**src/rtl/spi_ctrl_pkg.sv**
```systemverilog
`timescale 1ns/1ps
// Shared constants and types of the SPI controller.
// Assumes a byte-wide data path and exactly two pad sets.
package spi_ctrl_pkg;
    localparam int BYTE_W = 8;
    localparam int CNT_W  = $clog2(BYTE_W);
    localparam int CTRL_W = 7;
    localparam int NSETS  = 2;
    localparam int SEL_W  = $clog2(NSETS);

    localparam logic [1:0] A_CTRL = 2'd0;
    localparam logic [1:0] A_STAT = 2'd1;
    localparam logic [1:0] A_DATA = 2'd2;

    // Control register, bit 6 down to bit 0.
    typedef struct packed {
        logic alt;       // 6: alternate pad set
        logic miso_en;   // 5: slave data-out enable
        logic sel_lvl;   // 4: select output level
        logic sel_out;   // 3: select is an output in master mode
        logic irq_en;    // 2: interrupt enable
        logic master;    // 1: master role
        logic en;        // 0: block enable
    } ctrl_t;

    // One bit per serial signal.
    typedef struct packed {
        logic sck;
        logic mosi;
        logic miso;
        logic ss;
    } pins_t;
endpackage

```
**src/rtl/spi_sync.sv**
```systemverilog
`timescale 1ns/1ps
// Two-flop synchronizer for a vector of asynchronous pad inputs.
// Assumes each bit is independent; RST_VAL gives the idle level.
module spi_sync #(
    parameter int              W       = 4,
    parameter logic [W-1:0]    RST_VAL = '0
) (
    input  logic         clk,
    input  logic         rst_n,
    input  logic [W-1:0] d,
    output logic [W-1:0] q
);
    logic [W-1:0] meta_q;
    logic [W-1:0] stab_q;

    // Two register stages per bit.
    always_ff @(posedge clk) begin
        if (!rst_n) begin
            meta_q <= RST_VAL;
            stab_q <= RST_VAL;
        end else begin
            meta_q <= d;
            stab_q <= meta_q;
        end
    end

    assign q = stab_q;
endmodule

```
**src/rtl/spi_pinmux.sv**
```systemverilog
`timescale 1ns/1ps
// Steers the core's four serial signals to one of NSETS pad sets.
// Unselected sets get zero outputs and enables; their inputs are not used.
module spi_pinmux
    import spi_ctrl_pkg::*;
#(
    parameter int SETS = NSETS,
    localparam int SW  = $clog2(SETS)
) (
    input  logic            clk,
    input  logic            rst_n,
    input  logic [SW-1:0]   sel,
    input  pins_t           core_o,
    input  pins_t           core_oe,
    output pins_t           core_i,
    input  logic [SETS-1:0] pad_sck_i,
    output logic [SETS-1:0] pad_sck_o,
    output logic [SETS-1:0] pad_sck_oe,
    input  logic [SETS-1:0] pad_mosi_i,
    output logic [SETS-1:0] pad_mosi_o,
    output logic [SETS-1:0] pad_mosi_oe,
    input  logic [SETS-1:0] pad_miso_i,
    output logic [SETS-1:0] pad_miso_o,
    output logic [SETS-1:0] pad_miso_oe,
    input  logic [SETS-1:0] pad_ss_i,
    output logic [SETS-1:0] pad_ss_o,
    output logic [SETS-1:0] pad_ss_oe
);
    logic [SETS-1:0] hit;
    logic [SETS-1:0] drives;

    // One output branch per pad set.
    for (genvar k = 0; k < SETS; k++) begin : g_set
        assign hit[k]         = (sel == SW'(k));
        assign pad_sck_o[k]   = hit[k] & core_o.sck;
        assign pad_sck_oe[k]  = hit[k] & core_oe.sck;
        assign pad_mosi_o[k]  = hit[k] & core_o.mosi;
        assign pad_mosi_oe[k] = hit[k] & core_oe.mosi;
        assign pad_miso_o[k]  = hit[k] & core_o.miso;
        assign pad_miso_oe[k] = hit[k] & core_oe.miso;
        assign pad_ss_o[k]    = hit[k] & core_o.ss;
        assign pad_ss_oe[k]   = hit[k] & core_oe.ss;
        assign drives[k]      = pad_sck_oe[k] | pad_mosi_oe[k] | pad_miso_oe[k] | pad_ss_oe[k];
    end

    // Input selection from the chosen set.
    assign core_i.sck  = pad_sck_i[sel];
    assign core_i.mosi = pad_mosi_i[sel];
    assign core_i.miso = pad_miso_i[sel];
    assign core_i.ss   = pad_ss_i[sel];

    AST_ONE_SET_DRIVES: assert property (@(posedge clk) disable iff (!rst_n) $onehot0(drives));
endmodule

```
**src/rtl/spi_engine.sv**
```systemverilog
`timescale 1ns/1ps
// Shift engine: mode-0 master clock generator, shared shift register and
// slave edge follower. Assumes pin_in is already synchronized and that an
// external serial clock half period spans several system clocks.
module spi_engine
    import spi_ctrl_pkg::*;
#(
    parameter int HALF_DIV = 4,
    localparam int DIV_W   = $clog2(HALF_DIV + 1)
) (
    input  logic              clk,
    input  logic              rst_n,
    input  logic              en,
    input  logic              master,
    input  logic              sel_out,
    input  logic              sel_lvl,
    input  logic              miso_en,
    input  pins_t             pin_in,
    input  logic              wr_data,
    input  logic [BYTE_W-1:0] wdata,
    output logic              fault,
    output logic              done,
    output logic [BYTE_W-1:0] rx_byte,
    output pins_t             pin_o,
    output pins_t             pin_oe
);
    logic [BYTE_W-1:0] sh_q;
    logic [BYTE_W-1:0] tx_q;
    logic [CNT_W-1:0]  bit_q;
    logic [DIV_W-1:0]  div_q;
    logic              cap_q;
    logic              run_q;
    logic              sckm_q;
    logic              scks_d;
    logic              done_q;
    logic              s_rise;
    logic              s_fall;
    logic              last_bit;
    logic              half_end;

    assign s_rise   = pin_in.sck & ~scks_d;
    assign s_fall   = ~pin_in.sck & scks_d;
    assign last_bit = (bit_q == CNT_W'(BYTE_W - 1));
    assign half_end = (div_q == DIV_W'(HALF_DIV - 1));
    assign fault    = en & master & ~sel_out & ~pin_in.ss;

    // History of the synchronized serial clock for edge detection.
    always_ff @(posedge clk) begin
        if (!rst_n) scks_d <= 1'b0;
        else        scks_d <= pin_in.sck;
    end

    // Master sequencing, slave shifting and select-driven flush.
    always_ff @(posedge clk) begin
        if (!rst_n) begin
            sh_q   <= '0;
            tx_q   <= '0;
            bit_q  <= '0;
            div_q  <= '0;
            cap_q  <= 1'b0;
            run_q  <= 1'b0;
            sckm_q <= 1'b0;
            done_q <= 1'b0;
        end else begin
            done_q <= 1'b0;
            if (!en) begin
                run_q  <= 1'b0;
                sckm_q <= 1'b0;
                div_q  <= '0;
                bit_q  <= '0;
                if (wr_data) begin
                    sh_q <= wdata;
                    tx_q <= wdata;
                end
            end else if (master) begin
                if (fault) begin
                    run_q  <= 1'b0;
                    sckm_q <= 1'b0;
                    div_q  <= '0;
                    bit_q  <= '0;
                end else if (!run_q) begin
                    if (wr_data) begin
                        sh_q  <= wdata;
                        tx_q  <= wdata;
                        run_q <= 1'b1;
                        div_q <= '0;
                        bit_q <= '0;
                    end
                end else if (half_end) begin
                    div_q  <= '0;
                    sckm_q <= ~sckm_q;
                    if (!sckm_q) begin
                        cap_q <= pin_in.miso;
                    end else begin
                        sh_q  <= {sh_q[BYTE_W-2:0], cap_q};
                        bit_q <= bit_q + 1'b1;
                        if (last_bit) begin
                            run_q  <= 1'b0;
                            done_q <= 1'b1;
                        end
                    end
                end else begin
                    div_q <= div_q + 1'b1;
                end
            end else begin
                run_q  <= 1'b0;
                sckm_q <= 1'b0;
                div_q  <= '0;
                if (pin_in.ss) begin
                    bit_q <= '0;
                    if (wr_data) begin
                        sh_q <= wdata;
                        tx_q <= wdata;
                    end else begin
                        sh_q <= tx_q;
                    end
                end else begin
                    if (s_rise) cap_q <= pin_in.mosi;
                    if (s_fall) begin
                        sh_q  <= {sh_q[BYTE_W-2:0], cap_q};
                        bit_q <= bit_q + 1'b1;
                        if (last_bit) done_q <= 1'b1;
                    end else if (wr_data && bit_q == '0) begin
                        sh_q <= wdata;
                        tx_q <= wdata;
                    end
                end
            end
        end
    end

    assign done    = done_q;
    assign rx_byte = sh_q;

    // Pad values and enables for the current role.
    always_comb begin
        pin_o  = '0;
        pin_oe = '0;
        if (en && master) begin
            pin_o.sck   = sckm_q;
            pin_oe.sck  = 1'b1;
            pin_o.mosi  = sh_q[BYTE_W-1];
            pin_oe.mosi = 1'b1;
            pin_o.ss    = sel_lvl;
            pin_oe.ss   = sel_out;
        end else if (en) begin
            pin_o.miso  = sh_q[BYTE_W-1];
            pin_oe.miso = miso_en & ~pin_in.ss;
        end
    end

    AST_SCK_IDLE_LOW: assert property (@(posedge clk) disable iff (!rst_n) !run_q |-> !sckm_q);
    AST_DONE_AT_WRAP: assert property (@(posedge clk) disable iff (!rst_n) done_q |-> (bit_q == '0));
    AST_SLAVE_FLUSH: assert property (@(posedge clk) disable iff (!rst_n) (en && !master && pin_in.ss) |=> (bit_q == '0));
    AST_FAULT_HALTS: assert property (@(posedge clk) disable iff (!rst_n) fault |=> !run_q);
endmodule

```
**src/rtl/spi_regs.sv**
```systemverilog
`timescale 1ns/1ps
// Register port: control, status flag with read-then-access clearing,
// received-data holding register and interrupt gating.
// Assumes single-cycle read and write strobes.
module spi_regs
    import spi_ctrl_pkg::*;
(
    input  logic              clk,
    input  logic              rst_n,
    input  logic [1:0]        addr,
    input  logic              wr,
    input  logic              rd,
    input  logic [CTRL_W-1:0] ctrl_wdata,
    output logic [BYTE_W-1:0] rdata,
    input  logic              gie,
    output logic              irq,
    input  logic              done,
    input  logic              fault,
    input  logic [BYTE_W-1:0] rx_byte,
    output ctrl_t             ctrl,
    output logic              wr_data
);
    ctrl_t             ctrl_q;
    logic              flag_q;
    logic              armed_q;
    logic [BYTE_W-1:0] rx_q;
    logic              ctrl_wr;
    logic              stat_rd;
    logic              data_acc;

    assign ctrl_wr  = wr & (addr == A_CTRL);
    assign stat_rd  = rd & (addr == A_STAT);
    assign data_acc = (wr | rd) & (addr == A_DATA);
    assign wr_data  = wr & (addr == A_DATA);

    // Control register; a mode fault overrides the master bit.
    always_ff @(posedge clk) begin
        if (!rst_n) begin
            ctrl_q <= '0;
        end else begin
            if (ctrl_wr) ctrl_q <= ctrl_t'(ctrl_wdata);
            if (fault)   ctrl_q.master <= 1'b0;
        end
    end

    // Completion flag: set wins over clear.
    always_ff @(posedge clk) begin
        if (!rst_n)                  flag_q <= 1'b0;
        else if (done || fault)      flag_q <= 1'b1;
        else if (data_acc && armed_q) flag_q <= 1'b0;
    end

    // Arming by a status read that observed the flag set.
    always_ff @(posedge clk) begin
        if (!rst_n)                armed_q <= 1'b0;
        else if (done || fault)    armed_q <= 1'b0;
        else if (data_acc)         armed_q <= 1'b0;
        else if (stat_rd && flag_q) armed_q <= 1'b1;
    end

    // Received byte capture.
    always_ff @(posedge clk) begin
        if (!rst_n)    rx_q <= '0;
        else if (done) rx_q <= rx_byte;
    end

    // Read multiplexer.
    always_comb begin
        unique case (addr)
            A_CTRL:  rdata = {1'b0, ctrl_q};
            A_STAT:  rdata = {flag_q, {(BYTE_W-1){1'b0}}};
            A_DATA:  rdata = rx_q;
            default: rdata = '0;
        endcase
    end

    assign ctrl = ctrl_q;
    assign irq  = flag_q & ctrl_q.irq_en & gie;

    AST_FAULT_DROPS_MASTER: assert property (@(posedge clk) disable iff (!rst_n) fault |=> !ctrl_q.master);
    AST_FAULT_RAISES_FLAG: assert property (@(posedge clk) disable iff (!rst_n) fault |=> flag_q);
    AST_MASTER_STAYS_CLEAR: assert property (@(posedge clk) disable iff (!rst_n) (!ctrl_q.master && !ctrl_wr) |=> !ctrl_q.master);
    AST_FLAG_HOLDS: assert property (@(posedge clk) disable iff (!rst_n) (flag_q && !data_acc) |=> flag_q);
endmodule

```
**src/rtl/spi_ctrl.sv**
```systemverilog
`timescale 1ns/1ps
// Top of the SPI controller: pad steering, input synchronization,
// shift engine and register port.
// Assumes pad inputs are asynchronous to clk.
module spi_ctrl
    import spi_ctrl_pkg::*;
#(
    parameter int HALF_DIV = 4
) (
    input  logic              clk,
    input  logic              rst_n,
    input  logic [1:0]        reg_addr,
    input  logic              reg_wr,
    input  logic              reg_rd,
    input  logic [7:0]        reg_wdata,
    output logic [7:0]        reg_rdata,
    input  logic              glb_ie,
    output logic              irq,
    input  logic [1:0]        pad_sck_i,
    output logic [1:0]        pad_sck_o,
    output logic [1:0]        pad_sck_oe,
    input  logic [1:0]        pad_mosi_i,
    output logic [1:0]        pad_mosi_o,
    output logic [1:0]        pad_mosi_oe,
    input  logic [1:0]        pad_miso_i,
    output logic [1:0]        pad_miso_o,
    output logic [1:0]        pad_miso_oe,
    input  logic [1:0]        pad_ss_i,
    output logic [1:0]        pad_ss_o,
    output logic [1:0]        pad_ss_oe
);
    ctrl_t             ctrl;
    pins_t             raw_in;
    pins_t             sync_in;
    pins_t             core_o;
    pins_t             core_oe;
    logic              wr_data;
    logic              fault;
    logic              done;
    logic [BYTE_W-1:0] rx_byte;

    spi_pinmux #(.SETS(NSETS)) i_pinmux (
        .clk         (clk),
        .rst_n       (rst_n),
        .sel         (ctrl.alt),
        .core_o      (core_o),
        .core_oe     (core_oe),
        .core_i      (raw_in),
        .pad_sck_i   (pad_sck_i),
        .pad_sck_o   (pad_sck_o),
        .pad_sck_oe  (pad_sck_oe),
        .pad_mosi_i  (pad_mosi_i),
        .pad_mosi_o  (pad_mosi_o),
        .pad_mosi_oe (pad_mosi_oe),
        .pad_miso_i  (pad_miso_i),
        .pad_miso_o  (pad_miso_o),
        .pad_miso_oe (pad_miso_oe),
        .pad_ss_i    (pad_ss_i),
        .pad_ss_o    (pad_ss_o),
        .pad_ss_oe   (pad_ss_oe)
    );

    spi_sync #(.W(4), .RST_VAL(4'b0001)) i_sync (
        .clk   (clk),
        .rst_n (rst_n),
        .d     (raw_in),
        .q     (sync_in)
    );

    spi_engine #(.HALF_DIV(HALF_DIV)) i_engine (
        .clk     (clk),
        .rst_n   (rst_n),
        .en      (ctrl.en),
        .master  (ctrl.master),
        .sel_out (ctrl.sel_out),
        .sel_lvl (ctrl.sel_lvl),
        .miso_en (ctrl.miso_en),
        .pin_in  (sync_in),
        .wr_data (wr_data),
        .wdata   (reg_wdata),
        .fault   (fault),
        .done    (done),
        .rx_byte (rx_byte),
        .pin_o   (core_o),
        .pin_oe  (core_oe)
    );

    spi_regs i_regs (
        .clk        (clk),
        .rst_n      (rst_n),
        .addr       (reg_addr),
        .wr         (reg_wr),
        .rd         (reg_rd),
        .ctrl_wdata (reg_wdata[CTRL_W-1:0]),
        .rdata      (reg_rdata),
        .gie        (glb_ie),
        .irq        (irq),
        .done       (done),
        .fault      (fault),
        .rx_byte    (rx_byte),
        .ctrl       (ctrl),
        .wr_data    (wr_data)
    );
endmodule

```
**config.mk**
```make
export PLATFORM = sky130hd
export DESIGN_NAME = spi_ctrl
export DESIGN_NICKNAME = d
export VERILOG_FILES = /design/src/rtl/spi_ctrl_pkg.sv /design/src/rtl/spi_sync.sv /design/src/rtl/spi_pinmux.sv /design/src/rtl/spi_engine.sv /design/src/rtl/spi_regs.sv /design/src/rtl/spi_ctrl.sv
export SDC_FILE = /design/constraint.sdc
export NUM_CORES = 1
export LEC_CHECK = 0
export BUFFER_PORTS_ARGS = -buffer_cell sky130_fd_sc_hd__buf_2
export CAP_MARGIN = 25
export CORE_MARGIN = 2
export CORE_UTILIZATION = 25
export DETAILED_ROUTE_END_ITERATION = 7
export PLACE_DENSITY = 0.42
export SLEW_MARGIN = 40
export SYNTH_ARGS = -nofsm -noshare
export SYNTH_HDL_FRONTEND = slang
export SYNTH_HIERARCHICAL = 1
export SYNTH_SLANG_ARGS = --single-unit
```
**constraint.sdc**
```tcl
create_clock -name clk -period 2.7 [get_ports clk]
set_input_delay 0.27 -clock clk [delete_from_list [all_inputs] [get_ports clk]]
set_output_delay 0.27 -clock clk [all_outputs]
set_load 0.01 [all_outputs]
```
==> flow_metrics.tcl <==
set metrics [dict create \
    final.setup.worst_slack_ns 0.489 \
    vias 2424 \
    fill_cells 1282 \
    final_net_count 396 \
    postCtsHoldBufs 0 \
    arrival_ns 1.94 \
    peakVddDrop_uv 176 \
    netlist-cell-type-count 59 \
    period_share 0.819 \
    yosys-top-cells-area "dfxtp_1 34%, mux2i_1 12%, nand2_1 4.8%" \
    synthSimpleGateAreaFrac 0.231 \
    yosysTopAreaCellShare 0.345 \
    io_buffer_count 47 \
    initial_core_util 0.253 \
    holdCritPathClass "input port to flip-flop" \
    overflow 0 \
    synth_top_family_by_area "simple AND/OR/NAND/NOR gates" \
    grt_pass1_wl_mm 12.6 \
    finalWirelength_mm 7.69 \
    die_area_sq_um 13000 \
    ctsResizeCount 0 \
    final_antenna_net_count 0 \
    fin_skew_ns 0.00366 \
    async_flop_share 0 \
    viasPerCell 4.69 \
    cts_tree "done" \
    synth-adder-area-share 0.0166 \
    synth_ff_type "dfxtp_1" \
    fp.dieH_microns 114 \
    comb_power_share 0.090 \
    max_cap_violations 0 \
    netlist_instances 333 \
    track_usage 0.124 \
    clock_latency_ns 0.29 \
    synthMuxAreaShare 0.176 \
    grt_pass1_vias 2309 \
    drtIter0Drc 254 \
    pin_count 48 \
    cts_made_buffers 5 \
    synth_edf_count 0 \
    status "completed" \
    synth_top_cell_by_area "dfxtp_1" \
    power_frac_seq 0.469 \
    antenna_cells_inserted 0 \
    cts_root_buf "clkbuf_16" \
    cellPowerDensity_nw_per_um2 493 \
    htreeDepth 2 \
    post-cts-setup-buffers 0 \
    final_area_sq_um 3520 \
    p_int_w 0.00135 \
    syn_area_per_cell_sq_um 9.07 \
    synth_most_common_cell "dfxtp_1" \
    cp_max_fo 13 \
    synthTopCellsByCount "52 x dfxtp_1, 39 x nand2_1, 37 x mux2i_1, 21 x nor2b_1, 17 x and2_1" \
    grt_max_degree 36 \
    dp_slack_ns 0.553 \
    slew_headroom 0.490 \
    fmax_mhz 452 \
    clkTransAtPathRegs_ns 0.07 \
    rsz0062_at_grt "false" \
    switchingPower_w 0.000387 \
    syn_to_final_growth_pct 16.7 \
    path_class "flip-flop to output pin" \
    min_period_ns 2.21 \
    dr.pass1.iters 5 \
    setup_viol 0 \
    place.gp.congestion 0.759 \
    synth_xor_area_frac 0.00290 \
    place.detailed.hpwl_mm 5.45 \
    synth_nets 360 \
    ys_ff_latch 52 \
    synth-seq-area-share 0.345 \
    rows 40 \
    layout-drive-gt1-share 0.224 \
    drv_slew 0 \
    tightest_slew_ns 0.764 \
    critPathCaptureType "output pin" \
    wl_per_cell_microns 14.9 \
    drcViolationCount 0 \
    ys.warnings.count 6 \
    grt_antenna_before_repair 0 \
    post_dp_cell_area_sq_um 3340 \
    finalSetupTns_ns 0 \
    cp.required_ns 2.43 \
    synth_compound_area_frac 0.165 \
    synth_area_sq_um 3020 \
    swShare 0.223 \
    cts.sinks 52 \
    worst_setup_path_start_kind "flip-flop" \
    cts_buffer_depth 2 \
    die_x_microns 114 \
    power_frac_clock 0.441 \
    hold_viol 0 \
    core_area_sq_um 11900 \
    p_leak_nw 1.41 \
]
[cells by family after synthesis]
group / count (synthesis)
simple gates: 129
compound gates: 64
buf+inv: 33
mux: 50
fa+ha+maj: 4
xor+xnor: 1
flops: 52
[power groups by stage]
stage          registers, W  logic, W  clock network, W
3_5_place_dp       0.000833  0.000157                 0
2_1_floorplan      0.000816  0.000120                 0
3_3_place_gp       0.000833  0.000156                 0
4_1_cts            0.000815  0.000159          0.000793
5_1_grt            0.000819  0.000175          0.000819
6_report           0.000815  0.000156          0.000766
[critical path, cell delays in order (launching register included)]
cell,delay (ns)
dfxtp_1,0.66
nand2_1,0.36
nor2_1,0.34
and2_1,0.17
buf_2,0.12
[per-layer routing]
| metal | GRT usage | wire length, microns | vias to the layer above |
|---|---|---|---|
| met5 | 0 | 0 | - |
| met4 | 0.0415 | 112 | 0 |
| met3 | 0.0228 | 341 | 5 |
| met2 | 0.193 | 3350 | 55 |
| met1 | 0.173 | 3890 | 1118 |
| li1 | - | - | 1246 |
[worst paths after layout]
check | startpoint | slack, ns | cells past startpoint | to
hold / removal | reg_wdata[7] | 0.26 | 3 | i_engine/tx_q[7]
setup / recovery | i_regs/ctrl[0] | 0.49 | 4 | pad_miso_o[1]
hold reg to reg | i_sync/meta_q[0] | 0.42 | 1 | i_sync/q[0]
setup reg to reg | i_sync/q[0] | 0.72 | 6 | i_engine/rx_byte[2]
[through the flow]
stage,utilization,cells,power (W),hold WS (ns)
after global placement,0.280,509,0.000989,0.405
after global routing,0.296,517,0.00181,0.278
after floorplan,-,333,0.000936,0.343
final,0.296,517,0.00174,0.260
after CTS,0.296,517,0.00177,0.254
after detailed placement,0.280,509,0.000990,0.404
[layout make-up]
type                       count  area [sq um]  area share
clock inverter                 1          30.0     0.00852
clock buffer                   7           153      0.0433
multi-input combinational    248          1790       0.507
tap                          147           184      0.0522
inverter                       8          30.0     0.00852
sequential                    52          1040       0.296
timing repair buffer          54           300      0.0852
[cell usage in the layout (no fill, tap or decap), types with 2 or more instances in the layout]
cell	instances
a31oi_1	2
and2_1	17
a21oi_1	15
nor2_1	14
dfxtp_1	51
nand3b_1	2
mux2_1	7
nor3_1	2
or2_1	2
nor2b_1	21
ha_1	4
mux2_2	2
a21oi_2	2
nand2b_1	5
mux2i_1	37
inv_1	6
a222oi_1	7
clkbuf_16	5
o21ai_2	2
nand3_1	2
nor3b_1	3
and2b_1	6
mux2_4	4
o21ai_0	8
and3_1	8
o21ai_1	3
buf_2	47
clkbuf_8	2
a211o_1	7
buf_4	6
nand2_1	39
a22o_1	2
[sequential cells by signal (all words and copies together) (netlist names)]
name              flops
i_engine/bit_q        3
i_engine/cap_q        1
i_engine/div_q        3
i_engine/done         1
i_engine/run_q        1
i_engine/rx_byte      8
i_engine/sckm_q       1
i_engine/scks_d       1
i_engine/tx_q         8
i_regs/armed_q        1
i_regs/ctrl           7
i_regs/flag_q         1
i_regs/rx_q           8
i_sync/meta_q         4
i_sync/q              4
(Power assumes the default switching activity.)
